**src/rtl/mb_irq_pkg.sv**
```systemverilog
package mb_irq_pkg;
  localparam int AW = 8;
  localparam int DW = 8;
  localparam int N_SRC = 8;
  localparam int N_DRV = 2;
  localparam int N_IRQ1 = 3;   // sources 0..N_IRQ1-1 drive irq1
  localparam int N_ALOW = 4;   // sources 0..N_ALOW-1 read back active low

  localparam int SRC_TMR2 = 0;
  localparam int SRC_DMA  = 3;
  localparam int SRC_KTX  = 4;
  localparam int SRC_FDC  = 6;

  localparam logic [7:0] OFS_CHG_CTL = 8'h00;
  localparam logic [7:0] OFS_SRC     = 8'h22;
  localparam logic [7:0] OFS_STAT    = 8'hE0;
  localparam logic [7:0] OFS_TMR2    = 8'hE2;
  localparam logic [7:0] OFS_LED_ON  = 8'hE4;
  localparam logic [7:0] OFS_KB_DMA  = 8'hE6;
  localparam logic [7:0] OFS_PAR_LED = 8'hEE;
  localparam logic [7:0] OFS_ID      = 8'hFE;

  localparam int CHG_CLR_LSB = 2;  // write bit 2 -> drive 0, bit 3 -> drive 1
endpackage

```
**src/rtl/mb_irq_flag.sv**
```systemverilog
module mb_irq_flag (
  input  logic clk_i,
  input  logic rst_ni,
  input  logic evt_i,
  input  logic clr_i,
  output logic flag_o
);
  logic evt_q;
  logic rise;

  assign rise = evt_i & ~evt_q;

  always_ff @(posedge clk_i or negedge rst_ni) begin
    if (!rst_ni) begin
      evt_q  <= 1'b0;
      flag_o <= 1'b0;
    end else begin
      evt_q <= evt_i;
      if (rise)       flag_o <= 1'b1;  // set beats clear
      else if (clr_i) flag_o <= 1'b0;
    end
  end

  p_rise_sets_r2: assert property (@(posedge clk_i) disable iff (!rst_ni)
    (evt_i && !evt_q) |=> flag_o);
  p_set_wins_r6: assert property (@(posedge clk_i) disable iff (!rst_ni)
    (evt_i && !evt_q && clr_i) |=> flag_o);
  p_clear_r5: assert property (@(posedge clk_i) disable iff (!rst_ni)
    (clr_i && !(evt_i && !evt_q)) |=> !flag_o);
  p_hold_r2: assert property (@(posedge clk_i) disable iff (!rst_ni)
    (flag_o && !clr_i) |=> flag_o);
endmodule

```
**src/rtl/mb_irq_chg.sv**
```systemverilog
module mb_irq_chg #(
  parameter int N_DRV = 2
) (
  input  logic             clk_i,
  input  logic             rst_ni,
  input  logic [N_DRV-1:0] lvl_i,
  input  logic [N_DRV-1:0] clr_i,
  output logic [N_DRV-1:0] chg_o
);
  logic primed_q;
  logic [N_DRV-1:0] lvl_q;

  always_ff @(posedge clk_i or negedge rst_ni) begin
    if (!rst_ni) begin
      primed_q <= 1'b0;
      lvl_q    <= '0;
    end else begin
      primed_q <= 1'b1;
      lvl_q    <= lvl_i;
    end
  end

  for (genvar d = 0; d < N_DRV; d++) begin : g_drv
    logic toggled;
    assign toggled = primed_q & (lvl_i[d] ^ lvl_q[d]);

    always_ff @(posedge clk_i or negedge rst_ni) begin
      if (!rst_ni)         chg_o[d] <= 1'b0;
      else if (toggled)    chg_o[d] <= 1'b1;
      else if (clr_i[d])   chg_o[d] <= 1'b0;
    end

    p_chg_latch_r9: assert property (@(posedge clk_i) disable iff (!rst_ni)
      (primed_q && (lvl_i[d] != lvl_q[d])) |=> chg_o[d]);
  end
endmodule

```
**src/rtl/mb_irq_collector.sv**
```systemverilog
module mb_irq_collector
  import mb_irq_pkg::*;
#(
  parameter int ADDR_W = AW,
  parameter int DATA_W = DW
) (
  input  logic              clk_i,
  input  logic              rst_ni,
  input  logic [N_SRC-1:0]  src_evt_i,
  input  logic [N_SRC-1:0]  src_ack_i,
  input  logic              tick_i,
  input  logic              par_err_i,
  input  logic              io_err_i,
  input  logic [N_DRV-1:0]  chg_lvl_i,
  input  logic [ADDR_W-1:0] addr_i,
  input  logic              rd_i,
  input  logic              wr_i,
  input  logic [DATA_W-1:0] wdata_i,
  output logic [DATA_W-1:0] rdata_o,
  output logic              irq0_o,
  output logic              irq1_o,
  output logic              irq2_o,
  output logic              nmi_o,
  output logic              led_o
);
  function automatic logic at(input logic [ADDR_W-1:0] a, input logic [7:0] ofs);
    return a == ADDR_W'(ofs);
  endfunction

  logic rd_tmr2, rd_kb_dma, wr_kb_dma, wr_stat, wr_par, rd_par, rd_led, wr_tmr2, wr_chg;
  assign rd_tmr2   = rd_i & at(addr_i, OFS_TMR2);
  assign wr_tmr2   = wr_i & at(addr_i, OFS_TMR2);
  assign rd_kb_dma = rd_i & at(addr_i, OFS_KB_DMA);
  assign wr_kb_dma = wr_i & at(addr_i, OFS_KB_DMA);
  assign wr_stat   = wr_i & at(addr_i, OFS_STAT);
  assign rd_par    = rd_i & at(addr_i, OFS_PAR_LED);
  assign wr_par    = wr_i & at(addr_i, OFS_PAR_LED);
  assign rd_led    = rd_i & at(addr_i, OFS_LED_ON);
  assign wr_chg    = wr_i & at(addr_i, OFS_CHG_CTL);

  // source flags
  logic [N_SRC-1:0] src_clr, pend;
  for (genvar k = 0; k < N_SRC; k++) begin : g_src
    logic sw_clr;
    if (k == SRC_TMR2)     begin : g_c assign sw_clr = rd_tmr2;   end
    else if (k == SRC_DMA) begin : g_c assign sw_clr = rd_kb_dma; end
    else if (k == SRC_KTX) begin : g_c assign sw_clr = wr_kb_dma; end
    else                   begin : g_c assign sw_clr = 1'b0;      end
    assign src_clr[k] = sw_clr | src_ack_i[k];

    mb_irq_flag u_flag (
      .clk_i (clk_i),
      .rst_ni(rst_ni),
      .evt_i (src_evt_i[k]),
      .clr_i (src_clr[k]),
      .flag_o(pend[k])
    );
  end

  // tick, parity, io error
  logic par_q, io_q;
  mb_irq_flag u_tick (.clk_i(clk_i), .rst_ni(rst_ni), .evt_i(tick_i),
                      .clr_i(wr_stat), .flag_o(irq0_o));
  mb_irq_flag u_par  (.clk_i(clk_i), .rst_ni(rst_ni), .evt_i(par_err_i),
                      .clr_i(wr_par), .flag_o(par_q));
  mb_irq_flag u_io   (.clk_i(clk_i), .rst_ni(rst_ni), .evt_i(io_err_i),
                      .clr_i(1'b0), .flag_o(io_q));

  // change lines
  logic [N_DRV-1:0] chg_q;
  logic [N_DRV-1:0] chg_clr;
  assign chg_clr = {N_DRV{wr_chg}} & wdata_i[CHG_CLR_LSB +: N_DRV];

  mb_irq_chg #(.N_DRV(N_DRV)) u_chg (
    .clk_i (clk_i),
    .rst_ni(rst_ni),
    .lvl_i (chg_lvl_i),
    .clr_i (chg_clr),
    .chg_o (chg_q)
  );

  // nmi enable and led
  logic nmi_en_q;
  always_ff @(posedge clk_i or negedge rst_ni) begin
    if (!rst_ni) begin
      nmi_en_q <= 1'b0;
      led_o    <= 1'b0;
    end else begin
      if (wr_tmr2) nmi_en_q <= wdata_i[0];
      if (rd_led)      led_o <= 1'b1;
      else if (rd_par) led_o <= 1'b0;
    end
  end

  assign nmi_o  = nmi_en_q & (par_q | io_q);
  assign irq1_o = |pend[N_IRQ1-1:0];
  assign irq2_o = |pend[N_SRC-1:N_IRQ1];

  // read data
  logic [7:0] src_view, stat_view, id_view;
  assign src_view  = {pend[N_SRC-1:N_ALOW], ~pend[N_ALOW-1:0]};
  assign stat_view = {chg_lvl_i, chg_q, pend[SRC_FDC], 1'b0, ~io_q, ~par_q};
  assign id_view   = {pend[SRC_FDC], 7'b0};

  always_comb begin
    rdata_o = '0;
    if (rd_i) begin
      if (at(addr_i, OFS_SRC))       rdata_o = DATA_W'(src_view);
      else if (at(addr_i, OFS_STAT)) rdata_o = DATA_W'(stat_view);
      else if (at(addr_i, OFS_ID))   rdata_o = DATA_W'(id_view);
    end
  end

  logic unused_wdata;
  assign unused_wdata = ^wdata_i;

  p_led_on_r12: assert property (@(posedge clk_i) disable iff (!rst_ni)
    rd_led |=> led_o);
  p_led_off_r12: assert property (@(posedge clk_i) disable iff (!rst_ni)
    rd_par |=> !led_o);
  p_nmi_off_r11: assert property (@(posedge clk_i) disable iff (!rst_ni)
    (wr_tmr2 && !wdata_i[0]) |=> !nmi_o);
  p_io_sticky_r10: assert property (@(posedge clk_i) disable iff (!rst_ni)
    io_q |=> io_q);
  p_idle_read_r13: assert property (@(posedge clk_i) disable iff (!rst_ni)
    !rd_i |-> (rdata_o == '0));
endmodule

```
**config.mk**
```make
export PLATFORM = sky130hd
export DESIGN_NAME = mb_irq_collector
export DESIGN_NICKNAME = d
export VERILOG_FILES = /design/src/rtl/mb_irq_pkg.sv /design/src/rtl/mb_irq_flag.sv /design/src/rtl/mb_irq_chg.sv /design/src/rtl/mb_irq_collector.sv
export SDC_FILE = /design/constraint.sdc
export NUM_CORES = 1
export LEC_CHECK = 0
export ABC_AREA = 1
export BUFFER_PORTS_ARGS = -buffer_cell sky130_fd_sc_hd__buf_4
export CAP_MARGIN = 20
export CORE_MARGIN = 5
export CORE_UTILIZATION = 52
export DETAILED_ROUTE_END_ITERATION = 12
export MAX_ROUTING_LAYER = met4
export PLACE_DENSITY_LB_ADDON = 0.12
export SLEW_MARGIN = 0
export SYNTH_ARGS = -nofsm -noshare
export SYNTH_HDL_FRONTEND = slang
export SYNTH_HIERARCHICAL = 1
export SYNTH_SLANG_ARGS = --single-unit
```
**constraint.sdc**
```tcl
create_clock -name clk_i -period 2 [get_ports clk_i]
set_input_delay 0.1 -clock clk_i [delete_from_list [all_inputs] [get_ports clk_i]]
set_output_delay 0.1 -clock clk_i [all_outputs]
set_load 0.01 [all_outputs]
```
==> results by group, run 1 <==
Routing
  – Via-to-Cell Ratio: 4.50
  – # DRC: 0
  – Number of iterations in the first detailed-routing pass: 4
  – WL final: 3340 um
  – Post-DRT Antenna Nets: 0
  – Via count: roughly 1400
  – Detailed Route Iter0 Violations: 60
  – WL/cell: 11.0 um

Hold path
  – Hold Crit Class: input port to flop
  – Hold Path Sink: nmi_en_q
  – Hold-critical path depth: 3
  – Hold path startpoint: wdata_i[0]

Setup path
  – Delay-heaviest family, CP: flip-flops
  – CP arrival: 1290 ps
  – Reg-to-Reg End: u_chg/chg_o[0]
  – Buf/Inv on CP: 2
  – Crit path largest cell delay: 430 ps
  – Worst setup SP type: flop
  – CP max stage cell: dfrtp_1
  – Worst path required time: 1900 ps
  – Reg-to-Reg Start: u_chg/lvl_q[0]
  – CP Capture Type: primary output
  – Worst Path Max Fanout: 5
  – Reg-to-reg slack, setup: 1310 ps
  – R2R depth: 4
  – CP Class: flop to primary output
  – Critical-path cell list: nand3_1, nor2_1, nand2_1, nand3_1, nand2_1, inv_1, buf_4

Pwr
  – Cell-internal power: about 890 uW
  – Comb pwr share: between 15 and 20%
  – Fraction of power spent switching nets: between 20 and 25%
  – Clock share of power: 29.7%
  – Lkg Pwr: 1.19 nW
  – Sequential power share: between 50% and 60%
  – Total power: 1.19 mW
  – Max VDD drop: 564 uV
  – Power density over the cells: ~560 nW/um^2
  – Sw power: slightly below 300 uW

Place
  – Gpl congestion: 0.859
  – Placed Cells: 277
  – DP HPWL: 2420 um
  – IO Port Bufs: 48

Logic synthesis
  – Mapped Avg Cell Area: ~7.4 um^2
  – Post-synthesis cell count: 198
  – Distinct cells, synth: 20
  – Synthesized area: 1460 um^2
  – Largest cells by area after synthesis: dfrtp_1, nand2_1, inv_1
  – Synth top area share: roughly 50%
  – Post-synth top cells: nand2_1, inv_1, dfrtp_1
  – Count leader, synth: nand2_1
  – #FFs+latches synth: 29
  – Ys Warns: 6
  – Main synth FF type: dfrtp_1
  – Seq/Total Area, Yosys: 49.7%
  – Syn Nets: 239
  – EDFF count, synth: 0
  – Async S/R FF share, synth: between 90% and 100%
  – Area leader, netlist: dfrtp_1

Finish
  – Fin util: approximately three quarters
  – Final cell count without fillers: just over 300
  – Antenna diodes: 0
  – P&R area growth vs syn: 44.2%
  – Layout cells sized above 1: 23.9%
  – Fill cell count: 229
  – # nets final: about 310

Global routing
  – Largest net degree at the start of global routing: 30
  – Vias in the first global route: 1299
  – Initial antenna violation count: 0
  – Global-route wire length before repair: 5730 um
  – Gr usage total: a little under a fifth
  – GR Overflow Total: 0

Clocking
  – Clk slew on worst S/H paths: 90 ps
  – CTS Buf Count: 5
  – # clock sinks: 29
  – CTS tree: yes
  – CTS root buf: clkbuf_4
  – Post-CTS Setup Repair Bufs: 0
  – Clock buffer depth: 2
  – Clock Latency Late Sink: 320 ps
  – Hold_buf cts: 19
  – PostCTS Resize Cnt: 0
  – H-tree level count: 2

Floorplan
  – Die Ht: between 60 and 70 um
  – Starting Density: 53.4%
  – Core outline area: 2730 um^2
  – Row cnt: 19
  – IO Pins: 54
  – Full die area: 3960 um^2
  – DIE WIDTH: 63.0 um

Status
  – Status: completed

Flow run
  – Max_cap viols: 0

Timing
  – RSZ-0062 raised after global routing: false
  – Final Hold Vio Count: 0
  – Slew Limit Fails: 0
  – Hold Slack: 26.3 ps
  – Final setup viols: 0
  – Min Tclk post-route: 1390 ps
  – Final clock skew: roughly 1.7 ps
  – Final period util: 69.7%
  – Setup TNS: 0 ps
  – Max Clock Freq: 717 MHz
## registers in the layout (all words and copies together) (netlist names)
name	cells
g_src.u_flag/flag_o	8
g_src.u_flag/evt_q	8
u_par/flag_o	1
u_chg/chg_o	2
u_io/flag_o	1
u_par/evt_q	1
u_chg/primed_q	1
u_io/evt_q	1
led_o	1
nmi_en_q	1
u_tick/evt_q	1
u_chg/lvl_q	2
u_tick/flag_o	1
## cells by family (layout without fill, tap and decap cells)
family                 count (synthesis)  count (layout)  share of synthesized area (%)
DFF                                   29              29                           49.7
AOI/OAI and AO/OA                     13              13                           5.23
other                                  2               2                          0.515
buffers and inverters                 50             124                           12.9
and+or+nand+nor                      104             104                           31.6
## worst max-delay path by stage
| stage | from | end | slack [ps] | cells past startpoint |
|---|---|---|---|---|
| floorplan | addr_i[0] | rdata_o[1] | 1110 | 7 |
| global placement | addr_i[1] | rdata_o[6] | 830 | 9 |
| detailed placement | addr_i[0] | rdata_o[6] | 810 | 9 |
| CTS | g_src[6].u_flag/flag_o | rdata_o[7] | 590 | 7 |
| global route | g_src[6].u_flag/flag_o | rdata_o[7] | 480 | 7 |
| finish | g_src[6].u_flag/flag_o | rdata_o[7] | 610 | 7 |
## per-layer routing
layer	wire length [um]	vias up	global-route usage (%)
li1	-	727	-
met1	1390	582	20.8
met2	1630	49	30.5
met3	247	7	7.55
met4	80	0	7.43
met5	0	-	-
## tightest hold or removal path, stage by stage
cell	delay, ps
buf_4	100
inv_1	40
o21ai_1	60
## through the flow
step	cell area, um^2	setup WS [ps]
floorplan	1460	1110
global placement	1860	826
detailed placement	1860	813
CTS	2100	591
global route	2100	482
finish	2100	606
## cell usage in the layout, fill, tap and decap left out
cell           Yosys  layout
nand2_1           64      64
inv_1             50      50
buf_4              0      48
dfrtp_1           29      29
dlygate4sd3_1      0      19
nor2_1            14      14
nand3_1           13      13
clkbuf_4           0       5
a21oi_1            4       4
o21ai_1            4       4
nand2_2            3       3
nor2_4             3       3
nor2_2             2       2
o21bai_1           2       2
conb_1             2       2
nand2_4            1       1
nor4_1             1       1
nor3_2             1       1
a31o_2             1       1
nand4_1            1       1
o21a_1             1       1
nor3_1             1       1
o21ai_0            1       1
clkbuf_1           0       1
clkbuf_8           0       1
## cell type report
| cell class | count | area, um^2 | area share (%) |
|---|---|---|---|
| sequential | 29 | 726 | 34.5 |
| timing repair buffer | 67 | 551 | 26.2 |
| multi-input combinational | 119 | 546 | 25.9 |
| inverter | 50 | 188 | 8.92 |
| clock buffer | 7 | 55.1 | 2.62 |
| tap | 31 | 38.8 | 1.84 |
## power by group through the flow
stage | registers [mW] | logic [mW] | clock network, mW
after global routing | 0.644 | 0.221 | 0.398
after floorplan | 0.646 | 0.0698 | 0
after CTS | 0.639 | 0.196 | 0.369
after detailed placement | 0.651 | 0.167 | 0
final | 0.639 | 0.195 | 0.352
after global placement | 0.649 | 0.164 | 0
(Power assumes the default switching activity.)
==> run 2, diff against run 1 <==
--- a/config.mk
+++ b/config.mk
@@ -9,7 +9,7 @@
 export BUFFER_PORTS_ARGS = -buffer_cell sky130_fd_sc_hd__buf_4
 export CAP_MARGIN = 20
 export CORE_MARGIN = 5
-export CORE_UTILIZATION = 52
+export CORE_UTILIZATION = 48
 export DETAILED_ROUTE_END_ITERATION = 12
 export MAX_ROUTING_LAYER = met4
 export PLACE_DENSITY_LB_ADDON = 0.12
==> constraint.sdc (replaced) <==
create_clock -name clk_i -period 1.5 [get_ports clk_i]
set_input_delay 0.075 -clock clk_i [delete_from_list [all_inputs] [get_ports clk_i]]
set_output_delay 0.075 -clock clk_i [all_outputs]
set_load 0.01 [all_outputs]
==> run 2 against run 1 <==
  * Sequential share of layout area down 0.20 points
  * Non-clock buffer count up 1
  * Critical path type unchanged
  * Clock power is 35% higher
  * Register-to-register slack lost 500 ps
==> results by group, run 2 (synthesis gave the netlist of run 1 again) <==
Setup path
  – CP Class: flop to primary output (unchanged)
  – Worst path required time: 1420 ps (was 1900 ps)
  – Worst setup SP type: flop (unchanged)
  – CP Capture Type: primary output (unchanged)
  – Worst Path Max Fanout: 5 (unchanged)
  – CP arrival: 1280 ps (was 1290 ps)

Routing
  – Post-DRT Antenna Nets: 0 (unchanged)
  – # DRC: 0 (unchanged)
  – Detailed Route Iter0 Violations: 43 (was 60)
  – WL/cell: 10.6 um (was 11.0 um)
  – Via count: 1366 (was 1365)
  – WL final: 3240 um (was 3340 um)
  – Number of iterations in the first detailed-routing pass: 4 (unchanged)
  – Via-to-Cell Ratio: 4.46 (was 4.50)

Finish
  – Most frequent cells in the layout: nand2_1, inv_1, buf_4 (unchanged)
  – Fin util: 71.1% (was 76.9%)
  – Most common library cell in the layout ignoring fill and taps: nand2_1 (unchanged)
  – Fill cell count: 268 (was 229)
  – Antenna diodes: 0 (unchanged)
  – Top flop regs: g_src.u_flag/evt_q (8), g_src.u_flag/flag_o (8) (unchanged)
  – Layout cells sized above 1: 23.8% (was 23.9%)
  – # nets final: 314 (was 313)
  – Final non-filler cell area: 2120 um^2 (was 2100 um^2)
  – P&R area growth vs syn: 45.0% (was 44.2%)

Timing
  – Min Tclk post-route: between 1000 and 1500 ps
  – Final clock skew: 0.709 ps (was 1.65 ps)
  – RSZ-0062 raised after global routing: false (unchanged)
  – Max Clock Freq: around 740 MHz
  – Final setup viols: 0 (unchanged)
  – Setup TNS: 0 ps (unchanged)
  – Final period util: 90.1%
  – Slew Limit Fails: 0 (unchanged)
  – Final Hold Vio Count: 0 (unchanged)

Place
  – Gpl congestion: 0.849 (was 0.859)
  – IO Port Bufs: 48 (unchanged)
  – Placed inst area: 1860 um^2 (about the same)
  – DP HPWL: 2390 um (was 2420 um)

Floorplan
  – IO Pins: 54 (unchanged)
  – Full die area: 4240 um^2 (was 3960 um^2)
  – Core outline area: 2980 um^2 (was 2730 um^2)
  – DIE WIDTH: 65.1 um (was 63.0 um)
  – Row cnt: 20 (was 19)
  – Starting Density: 49.0% (was 53.4%)
  – Die Ht: 65.1 um (was 63.0 um)

Global routing
  – Global-route wire length before repair: 5660 um (was 5730 um)
  – Largest net degree at the start of global routing: 30 (unchanged)
  – GR Overflow Total: 0 (unchanged)
  – Initial antenna violation count: 0 (unchanged)
  – Vias in the first global route: 1318 (was 1299)
  – Gr usage total: 18.6% (was 18.9%)

Clocking
  – Clock Latency Late Sink: 330 ps (was 320 ps)
  – # clock sinks: 29 (unchanged)
  – CTS Buf Count: 5 (unchanged)
  – Post-CTS Setup Repair Bufs: 0 (unchanged)
  – PostCTS Resize Cnt: 0 (unchanged)
  – Clk slew on worst S/H paths: 80 ps (was 90 ps)
  – Clock buffer depth: 2 (unchanged)
  – CTS tree: yes (unchanged)
  – H-tree level count: 2 (unchanged)
  – CTS root buf: clkbuf_4 (unchanged)
  – Hold_buf cts: 20 (was 19)

Status
  – Status: completed (unchanged)

Pwr
  – Total power: 1.59 mW (was 1.19 mW)
  – Power density over the cells: 750 nW/um^2 (was 564 nW/um^2)
  – Lkg Pwr: 1.19 nW (about the same)
  – Max VDD drop: 599 uV (was 564 uV)

Hold path
  – Hold Crit Class: input port to flop (unchanged)

Flow run
  – Max_cap viols: 0 (unchanged)
-- run 2: cell type report --
| class | count | area, um^2 | share of cell area [%] |
|---|---|---|---|
| flip-flops and latches | 29 | 726 | 34.3 |
| repair buffers | 68 | 561 | 26.5 |
| multi-input cells | 119 | 546 | 25.8 |
| inverters | 50 | 188 | 8.87 |
| clock buffers | 7 | 55.1 | 2.60 |
| well taps | 33 | 41.3 | 1.95 |
-- run 2: worst max-delay path, stage by stage (launching register included) --
cell,delay (ps)
dfrtp_1,430
nand3_1,100
nor2_1,90
nand2_1,50
nand3_1,70
nand2_1,60
inv_1,50
buf_4,110
-- run 2: metrics by stage --
stage	hold slack (ps)	instances	worst slack (ps)
2_1_floorplan	-221	198	655
3_3_place_gp	15.8	279	374
3_5_place_dp	15.3	279	366
4_1_cts	30.9	306	126
5_1_grt	77.7	306	25.3
6_report	46.5	306	148
-- run 2: path summary, 6_finish.rpt --
kind | to | cells after the start | start | slack (ps)
worst max-delay path | rdata_o[7] | 7 | g_src[6].u_flag/flag_o | 150
worst min-delay path | led_o | 4 | addr_i[0] | 50
worst max register to register | u_chg/chg_o[0] | 4 | u_chg/lvl_q[0] | 810
worst min register to register | g_src[7].u_flag/flag_o | 3 | g_src[7].u_flag/evt_q | 470
max in group asynchronous | led_o | 2 | rst_ni | 1030
min in group asynchronous | g_src[7].u_flag/evt_q | 2 | rst_ni | 200
-- run 2: report_power, final --
group	leakage [nW]	total [mW]	internal, mW	switching (mW)
clock	0.0314	0.474	0.221	0.253
sequential	0.335	0.851	0.826	0.0252
combinational	0.827	0.262	0.141	0.121
total	1.19	1.59	1.19	0.400
-- run 2: layer usage --
metal	vias up	wire (um)	GRT usage [%]
li1	731	-	-
met1	587	1470	21.6
met2	40	1510	29.1
met3	8	191	5.30
met4	0	76	10.1
met5	-	0	-
